**src/rtl/dkc_pkg.sv**
```systemverilog
package dkc_pkg;
  localparam int unsigned WORD_W = 16;
  localparam int unsigned PTR_W  = 32;

  typedef enum logic [1:0] {
    CMD_IDLE   = 2'b00,
    CMD_START  = 2'b01,
    CMD_RESUME = 2'b10,
    CMD_RESET  = 2'b11
  } cmd_e;

  typedef enum logic [1:0] {
    ST_RST,
    ST_IDLE,
    ST_RUN,
    ST_RERUN
  } st_e;

  typedef enum logic [3:0] {
    FT_NORMAL     = 4'h0,
    FT_NULLPTR    = 4'h1,
    FT_AREA_FULL  = 4'h2,
    FT_WAIT       = 4'h3,
    FT_FORCED     = 4'h4,
    FT_ERR_STOP   = 4'h5,
    FT_IOPB_TMO   = 4'h8,
    FT_MAP_TMO    = 4'h9,
    FT_DATA_TMO   = 4'hA,
    FT_SRB_TMO    = 4'hB,
    FT_BAD_RESUME = 4'hC,
    FT_RST_DONE   = 4'hF
  } fault_e;

  localparam logic [2:0] ADR_CS     = 3'd0;
  localparam logic [2:0] ADR_MODE   = 3'd1;
  localparam logic [2:0] ADR_NBP_LO = 3'd2;
  localparam logic [2:0] ADR_NBP_HI = 3'd3;
  localparam logic [2:0] ADR_SRP_LO = 3'd4;
  localparam logic [2:0] ADR_SRP_HI = 3'd5;
  localparam logic [2:0] ADR_SRL    = 3'd6;
endpackage

```
**src/rtl/dkc_cmd_sync.sv**
```systemverilog
module dkc_cmd_sync #(
  parameter int unsigned CMD_LAT = 4
) (
  input  logic       clk,
  input  logic       rst_n,
  input  logic       flush,
  input  logic       wr_stb,
  input  logic [1:0] wr_cmd,
  output logic       fire,
  output logic [1:0] fire_cmd
);
  localparam int unsigned CW = $clog2(CMD_LAT + 1);

  logic          pend_q, pend_d;
  logic [CW-1:0] cnt_q, cnt_d;
  logic [1:0]    cmd_q, cmd_d;

  assign fire     = pend_q && (cnt_q == CW'(CMD_LAT - 1));
  assign fire_cmd = cmd_q;

  always_comb begin
    pend_d = pend_q;
    cnt_d  = cnt_q;
    cmd_d  = cmd_q;
    if (flush) begin
      pend_d = 1'b0;
      cnt_d  = '0;
    end else if (wr_stb) begin
      pend_d = 1'b1;
      cnt_d  = '0;
      cmd_d  = wr_cmd;
    end else if (fire) begin
      pend_d = 1'b0;
    end else if (pend_q) begin
      cnt_d = cnt_q + 1'b1;
    end
  end

  always_ff @(posedge clk or negedge rst_n) begin
    if (!rst_n) begin
      pend_q <= 1'b0;
      cnt_q  <= '0;
      cmd_q  <= 2'b00;
    end else begin
      pend_q <= pend_d;
      cnt_q  <= cnt_d;
      cmd_q  <= cmd_d;
    end
  end

  AST_CMD_NOT_EARLY: assert property (@(posedge clk) disable iff (!rst_n)
    (wr_stb && !flush && (CMD_LAT > 1)) |=> !fire);
endmodule

```
**src/rtl/dkc_regs.sv**
```systemverilog
module dkc_regs
  import dkc_pkg::*;
(
  input  logic              clk,
  input  logic              rst_n,
  input  logic              in_rst,
  input  logic              idle,
  input  logic              acc,
  input  logic              host_wr,
  input  logic [2:0]        addr,
  input  logic [WORD_W-1:0] wdata,
  input  logic              srb_dec,
  input  logic [WORD_W-1:0] status_word,
  output logic [WORD_W-1:0] mode,
  output logic              nbp_zero,
  output logic              srl_one,
  output logic [WORD_W-1:0] rdata
);
  logic [WORD_W-1:0] mode_q, mode_d;
  logic [PTR_W-1:0]  nbp_q, nbp_d;
  logic [PTR_W-1:0]  srp_q, srp_d;
  logic [WORD_W-1:0] srl_q, srl_d;
  logic              wr_locked;

  assign wr_locked = host_wr && idle;

  always_comb begin
    mode_d = mode_q;
    nbp_d  = nbp_q;
    srp_d  = srp_q;
    srl_d  = srl_q;
    if (in_rst) begin
      mode_d = '0;
    end else if (host_wr && addr == ADR_MODE) begin
      mode_d = wdata;
    end
    if (wr_locked) begin
      case (addr)
        ADR_NBP_LO: nbp_d[WORD_W-1:0]      = wdata;
        ADR_NBP_HI: nbp_d[PTR_W-1:WORD_W]  = wdata;
        ADR_SRP_LO: srp_d[WORD_W-1:0]      = wdata;
        ADR_SRP_HI: srp_d[PTR_W-1:WORD_W]  = wdata;
        ADR_SRL:    srl_d                  = wdata;
        default: ;
      endcase
    end else if (srb_dec) begin
      srl_d = srl_q - 1'b1;
    end
  end

  always_ff @(posedge clk or negedge rst_n) begin
    if (!rst_n) begin
      mode_q <= '0;
      nbp_q  <= '0;
      srp_q  <= '0;
      srl_q  <= '0;
    end else begin
      mode_q <= mode_d;
      nbp_q  <= nbp_d;
      srp_q  <= srp_d;
      srl_q  <= srl_d;
    end
  end

  assign mode     = mode_q;
  assign nbp_zero = (nbp_q == '0);
  assign srl_one  = (srl_q == WORD_W'(1));

  always_comb begin
    rdata = '0;
    if (acc) begin
      case (addr)
        ADR_CS:     rdata = status_word;
        ADR_MODE:   rdata = mode_q;
        ADR_NBP_LO: rdata = nbp_q[WORD_W-1:0];
        ADR_NBP_HI: rdata = nbp_q[PTR_W-1:WORD_W];
        ADR_SRP_LO: rdata = srp_q[WORD_W-1:0];
        ADR_SRP_HI: rdata = srp_q[PTR_W-1:WORD_W];
        ADR_SRL:    rdata = srl_q;
        default:    rdata = '0;
      endcase
    end
  end

  AST_PTRS_FROZEN_BUSY: assert property (@(posedge clk) disable iff (!rst_n)
    !idle |=> ($stable(nbp_q) && $stable(srp_q)));
  AST_MODE_CLEARED_IN_RESET: assert property (@(posedge clk) disable iff (!rst_n)
    in_rst |=> (mode_q == '0));
endmodule

```
**src/rtl/dkc_seq.sv**
```systemverilog
module dkc_seq
  import dkc_pkg::*;
#(
  parameter int unsigned RST_CYC = 8
) (
  input  logic       clk,
  input  logic       rst_n,
  input  logic       fire,
  input  logic [1:0] fire_cmd,
  input  logic       nbp_zero,
  input  logic       srl_one,
  input  logic       status_rd,
  input  logic       eng_iopb_done,
  input  logic       eng_chain_end,
  input  logic       eng_err_stop,
  input  logic       eng_wait_stop,
  input  logic       eng_srb_wr,
  input  logic       eng_tmo,
  input  logic [1:0] eng_tmo_kind,
  output st_e        st,
  output logic       cf,
  output logic [3:0] cft,
  output logic [1:0] cmd_fld,
  output logic       rst_irq
);
  localparam int unsigned RCW = $clog2(RST_CYC + 1);

  st_e            st_q, st_d;
  logic [RCW-1:0] rcnt_q, rcnt_d;
  logic           cf_q, cf_d;
  fault_e         cft_q, cft_d;
  logic [1:0]     cmd_q, cmd_d;
  logic           resum_q, resum_d;
  logic           stop_q, stop_d;
  logic           rirq_q, rirq_d;
  logic           idle_evt, idle_res, busy;
  fault_e         idle_code;

  assign busy = (st_q == ST_RUN) || (st_q == ST_RERUN);

  always_comb begin
    st_d      = st_q;
    rcnt_d    = rcnt_q;
    cf_d      = cf_q;
    cft_d     = cft_q;
    cmd_d     = cmd_q;
    resum_d   = resum_q;
    stop_d    = stop_q;
    rirq_d    = rirq_q;
    idle_evt  = 1'b0;
    idle_res  = resum_q;
    idle_code = FT_NORMAL;
    if (status_rd) begin
      cf_d   = 1'b0;
      rirq_d = 1'b0;
    end
    if (fire) cmd_d = fire_cmd;
    unique case (st_q)
      ST_RST: begin
        cmd_d   = CMD_IDLE;
        cf_d    = 1'b0;
        cft_d   = FT_NORMAL;
        resum_d = 1'b0;
        stop_d  = 1'b0;
        rirq_d  = 1'b0;
        if (rcnt_q == RCW'(RST_CYC - 1)) begin
          st_d   = ST_IDLE;
          cf_d   = 1'b1;
          cft_d  = FT_RST_DONE;
          rirq_d = 1'b1;
        end else begin
          rcnt_d = rcnt_q + 1'b1;
        end
      end
      ST_IDLE: begin
        if (fire) begin
          case (fire_cmd)
            CMD_START: begin
              if (nbp_zero) begin
                idle_evt  = 1'b1;
                idle_code = FT_NULLPTR;
              end else begin
                st_d   = ST_RUN;
                stop_d = 1'b0;
              end
            end
            CMD_RESUME: begin
              if (!resum_q) begin
                idle_evt  = 1'b1;
                idle_code = FT_BAD_RESUME;
              end else if (nbp_zero) begin
                idle_evt  = 1'b1;
                idle_code = FT_NULLPTR;
              end else begin
                st_d   = ST_RERUN;
                stop_d = 1'b0;
              end
            end
            CMD_RESET: begin
              st_d   = ST_RST;
              rcnt_d = '0;
            end
            default: ;
          endcase
        end
      end
      ST_RUN, ST_RERUN: begin
        if (fire && fire_cmd == CMD_RESET) begin
          st_d   = ST_RST;
          rcnt_d = '0;
        end else if (eng_tmo) begin
          idle_evt  = 1'b1;
          idle_code = fault_e'({2'b10, eng_tmo_kind});
          idle_res  = 1'b1;
        end else if (eng_srb_wr && srl_one) begin
          idle_evt  = 1'b1;
          idle_code = FT_AREA_FULL;
          idle_res  = 1'b1;
        end else if (eng_iopb_done) begin
          if (eng_err_stop) begin
            idle_evt  = 1'b1;
            idle_code = FT_ERR_STOP;
            idle_res  = 1'b1;
          end else if (eng_wait_stop) begin
            idle_evt  = 1'b1;
            idle_code = FT_WAIT;
            idle_res  = 1'b1;
          end else if (eng_chain_end) begin
            idle_evt  = 1'b1;
            idle_code = FT_NORMAL;
            idle_res  = 1'b0;
          end else if (stop_q || (fire && fire_cmd == CMD_IDLE)) begin
            idle_evt  = 1'b1;
            idle_code = FT_FORCED;
            idle_res  = 1'b1;
          end
        end else if (fire && fire_cmd == CMD_IDLE) begin
          stop_d = 1'b1;
        end
      end
      default: st_d = ST_RST;
    endcase
    if (idle_evt) begin
      st_d    = ST_IDLE;
      cf_d    = 1'b1;
      cft_d   = idle_code;
      resum_d = idle_res;
      stop_d  = 1'b0;
      rirq_d  = 1'b0;
    end
  end

  always_ff @(posedge clk or negedge rst_n) begin
    if (!rst_n) begin
      st_q    <= ST_RST;
      rcnt_q  <= '0;
      cf_q    <= 1'b0;
      cft_q   <= FT_NORMAL;
      cmd_q   <= 2'b00;
      resum_q <= 1'b0;
      stop_q  <= 1'b0;
      rirq_q  <= 1'b0;
    end else begin
      st_q    <= st_d;
      rcnt_q  <= rcnt_d;
      cf_q    <= cf_d;
      cft_q   <= cft_d;
      cmd_q   <= cmd_d;
      resum_q <= resum_d;
      stop_q  <= stop_d;
      rirq_q  <= rirq_d;
    end
  end

  assign st      = st_q;
  assign cf      = cf_q;
  assign cft     = cft_q;
  assign cmd_fld = cmd_q;
  assign rst_irq = rirq_q;

  AST_IDLE_ENTRY_SETS_CF: assert property (@(posedge clk) disable iff (!rst_n)
    (st_q != ST_IDLE) ##1 (st_q == ST_IDLE) |-> cf_q);
  AST_NULL_START_REJECTED: assert property (@(posedge clk) disable iff (!rst_n)
    (st_q == ST_IDLE && fire && fire_cmd == CMD_START && nbp_zero)
      |=> (st_q == ST_IDLE && cft_q == FT_NULLPTR));
  AST_BAD_RESUME_REJECTED: assert property (@(posedge clk) disable iff (!rst_n)
    (st_q == ST_IDLE && fire && fire_cmd == CMD_RESUME && !resum_q)
      |=> (st_q == ST_IDLE && cft_q == FT_BAD_RESUME));
  AST_AREA_FULL_ABORT: assert property (@(posedge clk) disable iff (!rst_n)
    (busy && eng_srb_wr && srl_one && !eng_tmo && !(fire && fire_cmd == CMD_RESET))
      |=> (st_q == ST_IDLE && cft_q == FT_AREA_FULL));
  AST_IDLE_CMD_DEFERRED: assert property (@(posedge clk) disable iff (!rst_n)
    (busy && !eng_iopb_done && !eng_tmo && !(eng_srb_wr && srl_one)
      && !(fire && fire_cmd == CMD_RESET))
      |=> (st_q == ST_RUN || st_q == ST_RERUN));
  AST_RESET_IMMEDIATE: assert property (@(posedge clk) disable iff (!rst_n)
    (busy && fire && fire_cmd == CMD_RESET) |=> (st_q == ST_RST));
endmodule

```
**src/rtl/dkc_host_ctrl.sv**
```systemverilog
module dkc_host_ctrl
  import dkc_pkg::*;
#(
  parameter int unsigned CMD_LAT = 4,
  parameter int unsigned RST_CYC = 8
) (
  input  logic        clk,
  input  logic        rst_n,
  input  logic        cs_n,
  input  logic [2:0]  addr,
  input  logic        wr_en,
  input  logic        rd_en,
  input  logic [15:0] wdata,
  output logic [15:0] rdata,
  output logic        ready,
  output logic        intr,
  output logic        chain_run,
  output logic        chain_resumed,
  input  logic        eng_iopb_done,
  input  logic        eng_chain_end,
  input  logic        eng_err_stop,
  input  logic        eng_wait_stop,
  input  logic        eng_srb_wr,
  input  logic        eng_tmo,
  input  logic [1:0]  eng_tmo_kind
);
  st_e               st;
  logic              cf, rst_irq, fire, nbp_zero, srl_one;
  logic [3:0]        cft;
  logic [1:0]        cmd_fld, fire_cmd;
  logic [WORD_W-1:0] mode, status_word;
  logic              acc, in_rst, idle, host_wr, status_rd, cmd_wr, srb_dec;

  assign acc       = !cs_n;
  assign in_rst    = (st == ST_RST);
  assign idle      = (st == ST_IDLE);
  assign host_wr   = acc && wr_en && !in_rst;
  assign status_rd = acc && rd_en && !in_rst && (addr == ADR_CS);
  assign cmd_wr    = host_wr && (addr == ADR_CS);
  assign chain_run     = (st == ST_RUN) || (st == ST_RERUN);
  assign chain_resumed = (st == ST_RERUN);
  assign srb_dec   = chain_run && eng_srb_wr;
  assign ready     = !(in_rst && acc && (rd_en || wr_en));
  assign intr      = cf && (!mode[0] || rst_irq);
  assign status_word = {cf, chain_run, chain_resumed, 1'b0, cft, 6'b0, cmd_fld};

  dkc_cmd_sync #(.CMD_LAT(CMD_LAT)) u_cmd (
    .clk      (clk),
    .rst_n    (rst_n),
    .flush    (in_rst),
    .wr_stb   (cmd_wr),
    .wr_cmd   (wdata[1:0]),
    .fire     (fire),
    .fire_cmd (fire_cmd)
  );

  dkc_regs u_regs (
    .clk         (clk),
    .rst_n       (rst_n),
    .in_rst      (in_rst),
    .idle        (idle),
    .acc         (acc),
    .host_wr     (host_wr),
    .addr        (addr),
    .wdata       (wdata),
    .srb_dec     (srb_dec),
    .status_word (status_word),
    .mode        (mode),
    .nbp_zero    (nbp_zero),
    .srl_one     (srl_one),
    .rdata       (rdata)
  );

  dkc_seq #(.RST_CYC(RST_CYC)) u_seq (
    .clk           (clk),
    .rst_n         (rst_n),
    .fire          (fire),
    .fire_cmd      (fire_cmd),
    .nbp_zero      (nbp_zero),
    .srl_one       (srl_one),
    .status_rd     (status_rd),
    .eng_iopb_done (eng_iopb_done),
    .eng_chain_end (eng_chain_end),
    .eng_err_stop  (eng_err_stop),
    .eng_wait_stop (eng_wait_stop),
    .eng_srb_wr    (eng_srb_wr),
    .eng_tmo       (eng_tmo),
    .eng_tmo_kind  (eng_tmo_kind),
    .st            (st),
    .cf            (cf),
    .cft           (cft),
    .cmd_fld       (cmd_fld),
    .rst_irq       (rst_irq)
  );

  AST_STATUS_READ_CLEARS: assert property (@(posedge clk) disable iff (!rst_n)
    (status_rd && idle && !fire) |=> (!cf && !intr));
endmodule

```
**config.mk**
```make
export PLATFORM = sky130hd
export DESIGN_NAME = dkc_host_ctrl
export DESIGN_NICKNAME = d
export VERILOG_FILES = /design/src/rtl/dkc_pkg.sv /design/src/rtl/dkc_cmd_sync.sv /design/src/rtl/dkc_regs.sv /design/src/rtl/dkc_seq.sv /design/src/rtl/dkc_host_ctrl.sv
export SDC_FILE = /design/constraint.sdc
export NUM_CORES = 1
export LEC_CHECK = 0
export ABC_AREA = 1
export BUFFER_PORTS_ARGS = -buffer_cell sky130_fd_sc_hd__clkbuf_2
export CAP_MARGIN = 20
export CORE_ASPECT_RATIO = 1.4
export CORE_MARGIN = 5
export CORE_UTILIZATION = 26
export CTS_BUF_LIST = sky130_fd_sc_hd__clkbuf_2 sky130_fd_sc_hd__clkbuf_4 sky130_fd_sc_hd__clkbuf_8
export CTS_CLUSTER_DIAMETER = 100
export DETAILED_ROUTE_END_ITERATION = 10
export GPL_ROUTABILITY_DRIVEN = 0
export GPL_TIMING_DRIVEN = 1
export PLACE_DENSITY_LB_ADDON = 0.08
export SETUP_SLACK_MARGIN = 0.02
export SLEW_MARGIN = 20
export SYNTH_ARGS = -nofsm -noshare
export SYNTH_HDL_FRONTEND = slang
export SYNTH_SLANG_ARGS = --single-unit
```
**constraint.sdc**
```tcl
create_clock -name clk -period 1.9 [get_ports clk]
set_clock_uncertainty 0.2 [all_clocks]
set_input_delay 0.19 -clock clk [delete_from_list [all_inputs] [get_ports clk]]
set_output_delay 0.19 -clock clk [all_outputs]
set_load 0.05 [all_outputs]
```
---- Word level (Yosys, flattened, before mapping) ----
Index checks and enable logic that the tools add are counted.
Widths: inputs -> output; s select.
word-level totals
  register bits ........................... 118
  bits of input ports ..................... 32
  output and inout port bits .............. 20
  logic and storage cells ................. 192
cells by class
  $add $sub $neg .......................... 3
  equal/unequal tests ..................... 38
  muxes and demuxes ....................... 86
  bitwise logic cells ..................... 1
  reductions and logical operators ........ 47
operator list
  kind                   number
  $pmux 16 s7            1
  $mux 16                6
  $mux 4                 16
  $mux 1                 40
  $logic_not 32->1       1
  $mux 2                 9
  $eq 16x1->1 const B    1
  $logic_and 1x1->1      16
  $pmux 4 s2             2
  $sub 16x1->16 const B  1
  $mux 3                 5
  $reduce_and 2->1       7
  $ne 3x1->1 const B     4
  $ne 3x2->1 const B     4
  $pmux 2 s3             2
  $pmux 4 s3             1
  $eq 3x2->1 const B     3
  $eq 3x3->1 const B     3
  $reduce_bool 3->1      3
  $eq 2x2->1 const B     4
  $ne 2x2->1 const B     4
  $ne 4x3->1 const B     2
  $reduce_and 8->1       1
  $reduce_bool 2->1      4
  23 further kinds       35

---- Longest topological paths before layout ----
Gate-level depths: netlist of run 1.
  depth after elaboration ................. 15
  gate-level depth with buffers ........... 14
  depth with buffers taken out ............ 14

---- Modules after synthesis ----
A second synthesis of run 1 with hierarchy kept.
second synthesis, totals
  cell total of the unflattened synthesis .. 924
  area total of the unflattened synthesis .. 6800.3 sq um
by module, submodules not included
  module         instances  cells each  area an instance (sq um)  sequential area each (sq um)
  dkc_regs       1          713         5213.8                    2402.3
  dkc_seq        1          147         1162.4                    400.4
  dkc_cmd_sync   1          36          304.0                     150.1
  dkc_host_ctrl  1          28          120.1                     0.0

---- Least setup slack after synthesis of run 1 ----
No wires, ideal clock.
  kind .................................... input to output
  start point ............................. input addr[2]
  end point ............................... output rdata[9]
  data arrival time ....................... 1.837 ns
  data required time ...................... 1.510 ns
  setup slack ............................. -0.327 ns
  cell stages on the path ................. 5
  path buffers ............................ 2
  cell sequence ........................... buf_4 > nor3_4 > buf_4 > nand2_1 > a41oi_1
between the ends
  cells in the longest elaborated chain, start to end .. 3
  elaborated cells on any way between the ends .. 9
  classes of those cells .................. eq/ne: 6; mux: 2; reduce/logical: 1
ends and longest elaborated chain
  what                                      line                 source
  start: declaration                        dkc_host_ctrl.sv:10  input logic [2:0] addr,
  $eq 3x3->1, or another cell as far along  dkc_regs.sv:72       case (addr)
  $pmux 16 s7 *                             dkc_regs.sv:72
  $mux 16 *                                 dkc_regs.sv:71       if (acc) begin
  end: declaration                          dkc_host_ctrl.sv:14  output logic [15:0] rdata,
Every way passes the cells marked *; elsewhere a longest branch is shown, timed or not.

---- Worst setup path after layout of run 1 ----
  start point ............................. register u_regs.srl_q[0]
  end point ............................... output rdata[0]
between the ends
  cells in the longest elaborated chain, start to end .. 2
ends and longest elaborated chain
  what                      line            source
  start: declaration        dkc_regs.sv:22  logic [WORD_W-1:0] srl_q, srl_d;
  start signal: assignment  dkc_regs.sv:61  srl_q <= srl_d;
  $pmux 16 s7               dkc_regs.sv:72
  $mux 16                   dkc_regs.sv:71
No other way between the ends.

==> results by group, run 1 <==
Timing
  • Final setup viols: 32
  • RSZ-0062 raised after global routing: true
  • Period utilization: 1.113
  • Fin crit period: between 2 and 2.5 ns
  • TNS Setup: -3.622 ns
  • Final Max Tran Viols: 0
  • Relative slew slack: 0.5487
  • Final hold vios: 0
  • Least-Margin Pin Slew: about 0.67 ns
  • Hold_ws: 0.03718 ns
  • Setup ws final: -0.2143 ns
  • Fmax: 473.0 MHz

Yosys
  • Most numerous cell in the Yosys netlist: nand2_1
  • Syn nets: about 820
  • Dominant synthesized flop cell: dfrtp_1
  • Mapped Cells: 775
  • Post-synthesis cell type count: 48
  • Area leader, netlist: dfrtp_1
  • Number of synthesized flops with an enable pin: 0
  • Synth area leaders: dfrtp_1, nand2_1, o21ai_1
  • Post-synth top area share: 0.4675
  • Seq cells post-synth: around 120
  • Syn Area/Cell: 8.150 um2
  • Most instantiated cells after synthesis: nand2_1, dfrtp_1, o21ai_1
  • Synthesized area: 0.006316 mm2
  • Synth warn: 0
  • Post-synth ARST share: 1.000
  • Register area share after synthesis: 0.4675

Routing
  • Drt first pass iters: 5
  • Routed Antenna Nets: 0
  • Avg WL per Cell: 17.48 um
  • Starting DRC count in detailed routing: 332
  • Residual DRC count: 0
  • Routed WL: around 24000 um
  • Via Count: about 6400
  • Vias per Instance: 4.719

Critical path
  • Critical path, cell by cell: inv_2 -> buf_6 -> buf_6 -> o21ai_2 -> a221oi_2 -> a21oi_2 -> buf_12
  • Slowest CP cell: dfrtp_1
  • Crit Path Category: flop to primary output
  • Worst r2r dst: u_seq.cft[1]
  • Slowest stage delay, CP: roughly 0.40 ns
  • CP arrival: 1.72 ns
  • Critical R2R Launch: u_cmd.cnt_q[1]
  • Critical Path Fanout Max: 2
  • Worst reg2reg path depth: 14
  • Data required, critical path: 1.51 ns
  • CP Launch Type: flop
  • Reg2reg setup slack: -0.17 ns
  • Crit end category: primary output
  • Most frequent CP cell: buf_6

Placement
  • HPWL Detailed: 17040 um
  • IO buf count: 51
  • Pre-CTS WS: -0.1901 ns
  • Placed cell count: 1246

Floorplanning
  • Die X: 141.7 um
  • Boundary pin count: 52
  • # rows: 67
  • Starting Density: 0.2634
  • Die area: 0.02755 mm2
  • CORE AREA: 0.02398 mm2
  • Die Ht: 194.4 um

Run status
  • Failing checks: setup timing
  • Outcome: finished with violations

GRT
  • Gr usage total: 0.1748
  • Total gr overflow: 0
  • Initial antenna violation count: 0
  • Vias in the first global route: between 6000 and 7000
  • Largest net degree at the start of global routing: 44
  • First-pass GRT wire length: 37380 um

Power and ir drop
  • Pwr dens: 1297 mW/mm2
  • Max IR drop VDD: 0.0005489 V
  • P_leak: 4.648 nW

Worst hold path
  • Hold Path Class: input pin to flop
  • Hold Startpoint: eng_tmo_kind[1]
  • Worst hold path depth: 5
  • WHS Endpoint: u_seq.cft[1]

Clock tree
  • Clk_lat worst skew: 0.45 ns
  • Reg clk slew, reported paths: 0.08 ns
  • CTS max path bufs: 2
  • Clk sinks: 118
  • CTS tree: yes
  • Clk root buf: clkbuf_8
  • CTS H-tree lvls: 4
  • Cts bufs inserted: 17

Cells and area
  • FILL cells: 2435
  • Register Area: 0.002954 mm2
  • Area grow syn2layout: 59.53%
  • Layout cells sized above 1: 0.4179
  • Area taken by multi-input logic gates: 0.003573 mm2
  • ANT cells: 0
  • Post-route insts no fill: 1351
  • Nets: 1070

Job
  • Max Cap Violations: 0
[area by class of cell]
cell class | instances | share of cell area
sequential | 118 | 0.2932
multi-input combinational | 540 | 0.3547
timing repair buffer | 266 | 0.2419
clock buffer | 23 | 0.03018
inverter | 85 | 0.03415
clock inverter | 9 | 0.007451
tap | 310 | 0.03850
[cell usage in the layout, fill, tap and decap left out, drive strengths merged]
cell,instances
buf,210
nand2,182
o21ai,122
dfrtp,118
inv,85
nor2,78
clkbuf,55
a21oi,32
nand3,31
dlygate4sd3,24
a221oi,17
o22ai,14
nor3,11
ha,10
a31oi,7
clkinv,6
xor2,6
nand4,5
a22oi,5
a41oi,3
o211ai,3
a211oi,2
clkinvlp,2
a32oi,2
a22o,1
mux2i,1
nor3b,1
o31ai,1
a32o,1
o2111ai,1
o221ai,1
or2,1
o21bai,1
a21boi,1
bufinv,1
[what timing repair did]
item	in CTS	in global routing
buffers inserted	37	13
setup endpoints to repair	63	86
hold buffers	24	0
resized for setup	117	65
hold endpoints to repair	213	0
pin swaps	41	29
[power by group]
group	total [mW]	internal, mW	switching [mW]	leakage [nW]
Combinational	6.77	3.26	3.51	2.92
Sequential	4.01	3.40	0.612	1.53
Clock	2.28	1.19	1.10	0.198
Total	13.1	7.85	5.22	4.65
[kinds of logic (layout without fill, tap and decap cells)]
family,Yosys count,after routing,share of synthesized area
simple gates,309,309,0.2171
buf+inv,117,383,0.08716
xor+xnor,6,6,0.008320
flops,118,118,0.4675
mux,1,1,0.001585
fa+ha+maj,10,10,0.01981
compound gates,214,214,0.1985
[worst max-delay path, delay by kind of cell, from the launching register on]
family	cells	cell delay (ns)
buffers and inverters	4	0.43
DFF	1	0.40
AOI/OAI and AO/OA	3	0.44
[registers in the layout, indices dropped and copies added, names as in the netlist, 3 cells and up]
name	cells
u_regs.srp_q	32
u_regs.nbp_q	32
u_regs.srl_q	16
u_seq.cft	4
u_regs.mode	16
u_seq.rcnt_q	4
u_cmd.cnt_q	3
[stage by stage]
stage            util  total power [mW]  instance area [um2]
3_5_place_dp   0.3502             9.320                 8397
2_1_floorplan       -             6.707                 6521
6_report       0.4203             13.06                10080
4_1_cts        0.4037             12.67                 9679
5_1_grt        0.4203             13.97                10080
3_3_place_gp   0.3502             9.264                 8397
[layer usage]
metal / share of wire / up-vias / track usage / wire length (um)
met3: 0.027 / 26 / 0.03073 / 649
met4: 0.022 / 0 / 0.06259 / 521
met5: 0 / - / 0 / 0
li1: - / 3128 / - / -
met2: 0.52 / 124 / 0.3064 / 12310
met1: 0.43 / 3097 / 0.2134 / 10130
[worst max path at each step]
stage	from	to	depth (start not counted)
after CTS	u_regs.srl_q[0]	rdata[0]	7
after global placement	u_regs.srl_q[1]	u_regs.srl_q[13]	11
after global routing	u_regs.nbp_q[19]	rdata[3]	7
after floorplan	u_cmd.cnt_q[0]	u_seq.cft[1]	14
after detailed placement	u_cmd.cnt_q[1]	u_seq.cft[1]	14
final	u_regs.srl_q[0]	rdata[0]	7
Note: power is estimated with default switching activity, not from simulation.
==> inputs of run 2 (changes only) <==
--- a/config.mk
+++ b/config.mk
@@ -8,7 +8,6 @@
 export ABC_AREA = 1
 export BUFFER_PORTS_ARGS = -buffer_cell sky130_fd_sc_hd__clkbuf_2
 export CAP_MARGIN = 20
-export CORE_ASPECT_RATIO = 1.4
 export CORE_MARGIN = 5
 export CORE_UTILIZATION = 26
 export CTS_BUF_LIST = sky130_fd_sc_hd__clkbuf_2 sky130_fd_sc_hd__clkbuf_4 sky130_fd_sc_hd__clkbuf_8
==> results by group, run 2 (synthesized netlist as in run 1, its figures left out) <==
Run status
  • Outcome: finished with violations
  • Failing checks: setup timing

Floorplanning
  • Die X: 165.9 um (+17%)
  • Die Ht: 165.9 um (-15%)
  • CORE AREA: 0.02411 mm2 (+0.54%)
  • Starting Density: 0.2620 (-0.001422)
  • Die area: 0.02751 mm2 (-0.16%)
  • # rows: 57 (-15%)
  • Boundary pin count: 52 (unchanged)

Clock tree
  • CTS max path bufs: 2 (unchanged)
  • Reg clk slew, reported paths: 0.08 ns (about the same)
  • Clk_lat worst skew: 0.46 ns (about the same)
  • Clk sinks: 118 (unchanged)
  • Cts bufs inserted: 17 (unchanged)
  • Clk root buf: clkbuf_8
  • CTS H-tree lvls: 4 (unchanged)
  • CTS tree: yes

Power and ir drop
  • Sw frac: 0.4020 (+0.002651)
  • Logic pwr share: 0.510 (-0.008)
  • Max IR drop VDD: 0.0005016 V (-8.6%)
  • Pwr dens: 1318 mW/mm2 (+1.7%)
  • Seq pwr share: 0.291 (-0.016)
  • Clock share of power: 0.199 (+0.024)
  • Internal cell power: 8.284 mW (+5.6%)
  • Net switching power: 5.569 mW (+6.7%)
  • P_leak: 4.780 nW (+2.8%)

Timing
  • Least-Margin Pin Slew: 0.4826 ns (-0.1921 ns)
  • Fin crit period: 2.149 ns (+0.03509 ns)
  • Final hold vios: 0 (unchanged)
  • Setup ws final: -0.2494 ns (-0.03509 ns)
  • Period utilization: 1.131 (+0.01847)
  • Final setup viols: 28 (-13%)
  • Relative slew slack: 0.6782 (+0.1295)
  • Final Max Tran Viols: 0 (unchanged)
  • TNS Setup: -2.551 ns (+1.072 ns)
  • RSZ-0062 raised after global routing: true
  • Fmax: 465.2 MHz (-1.6%)

Worst hold path
  • Hold Path Class: input pin to flop
  • Hold Startpoint: eng_tmo_kind[1]
  • WHS Endpoint: u_seq.cft[1]
  • Worst hold path depth: 5 (unchanged)

GRT
  • First-pass GRT wire length: 39010 um (+4.3%)
  • Total gr overflow: 0 (unchanged)
  • Largest net degree at the start of global routing: 63 (+43%)
  • Gr usage total: 0.1817 (+0.006837)
  • Vias in the first global route: 6726 (-0.030%)
  • Initial antenna violation count: 0 (unchanged)

Cells and area
  • ANT cells: 0 (unchanged)
  • Register Area: 0.002953 mm2 (about the same)
  • Final core utilization: 0.4359 (+0.01569)
  • Biggest regs: u_regs.nbp_q x32, u_regs.srp_q x32
  • Area grow syn2layout: 66.38%
  • Layout cells sized above 1: 0.4621 (+0.04426)
  • FILL cells: 2446 (+0.45%)
  • Most frequent cells in the layout: buf_4, nand2_1, dfrtp_1, o21ai_1, inv_1
  • Commonest non-fill, non-tap cell in the layout: buf_4
  • Area taken by multi-input logic gates: 0.003794 mm2 (+6.2%)
  • Nets: 1072 (+0.19%)

Routing
  • Drt first pass iters: 5 (unchanged)
  • Via Count: 6487 (+1.8%)
  • Starting DRC count in detailed routing: 415 (+25%)
  • Avg WL per Cell: 18.83 um (+7.7%)
  • Routed Antenna Nets: 0 (unchanged)
  • Residual DRC count: 0 (unchanged)
  • Routed WL: 25740 um (+9.0%)
  • Vias per Instance: 4.745 (+0.57%)

Critical path
  • Data required, critical path: 1.51 ns (about the same)
  • Most frequent CP cell: buf_4
  • CP Launch Type: flop
  • Slowest stage delay, CP: 0.39 ns (about the same)
  • Worst reg2reg path depth: 14 (unchanged)
  • Critical Path Fanout Max: 2 (unchanged)
  • Reg2reg setup slack: -0.11 ns (+0.06 ns)
  • Worst r2r dst: u_seq.cft[1]
  • Critical path, cell by cell: buf_4 -> nand2_2 -> o2111ai_4 -> a221oi_2 -> buf_4 -> nor2_4 -> buf_12
  • Slowest CP cell: dfrtp_1
  • Critical R2R Launch: u_cmd.cnt_q[0]
  • CP arrival: 1.76 ns (+0.04 ns)
  • Crit end category: primary output
  • Crit Path Category: flop to primary output

Job
  • Max Cap Violations: 0 (unchanged)

Placement
  • HPWL Detailed: 17690 um (+3.8%)
  • IO buf count: 51 (unchanged)
-- run 2: per-layer routing --
metal | wire [um] | GRT usage
met3 | 1026 | 0.03666
met1 | 11480 | 0.2368
met5 | 0 | 0
met2 | 12650 | 0.3086
met4 | 589 | 0.04842
-- run 2: worst max-delay path by stage --
stage,from,end,slack [ns]
after floorplan,u_cmd.cnt_q[0],u_seq.cft[1],-0.04
after global placement,addr[0],rdata[4],-0.30
after detailed placement,addr[0],rdata[4],-0.31
after CTS,u_regs.nbp_q[3],rdata[3],-0.22
after global routing,u_regs.nbp_q[3],rdata[3],-0.32
final,u_regs.nbp_q[19],rdata[3],-0.25
-- run 2: what timing repair did --
action,in CTS,in global routing
pin swaps,68,43
setup buffers,38,24
hold buffers,20,0
setup endpoints to repair,44,84
gates cloned,0,4
resized for setup,149,120
endpoints found under the hold margin,199,0
-- run 2: per-stage QoR --
step	cell area, um2	total power, mW	instances	setup WS [ns]	hold slack, ns
final	10510	13.85	1367	-0.2494	0.02189
after global routing	10510	14.72	1367	-0.3161	0.06625
after CTS	9802	13.23	1340	-0.2194	0.002670
after detailed placement	8317	9.235	1252	-0.3109	0.02820
after global placement	8317	9.172	1252	-0.2971	0.02744
after floorplan	6521	6.707	775	-0.04409	-0.3056
-- run 2: critical path, delay by kind of cell, from the launching register on --
| kind | cells | cell delay, ns |
|---|---|---|
| compound gates | 2 | 0.33 |
| flops | 1 | 0.39 |
| buf+inv | 3 | 0.47 |
| simple gates | 2 | 0.13 |
-- run 2: power by group through the flow --
| stage | registers (mW) | logic (mW) | clock network [mW] |
|---|---|---|---|
| floorplan | 3.91 | 2.80 | 0 |
| global placement | 3.96 | 5.21 | 0 |
| detailed placement | 3.98 | 5.25 | 0 |
| CTS | 3.97 | 6.47 | 2.79 |
| global route | 4.13 | 7.70 | 2.89 |
| finish | 4.04 | 7.07 | 2.75 |
-- run 2: area by class of cell --
class	instances	share of cell area
Inverter	85	0.03322
Multi-Input combinational cell	540	0.3610
Timing Repair Buffer	268	0.2430
Tap cell	324	0.03858
Sequential cell	118	0.2810
Clock inverter	13	0.01834
Clock buffer	19	0.02488
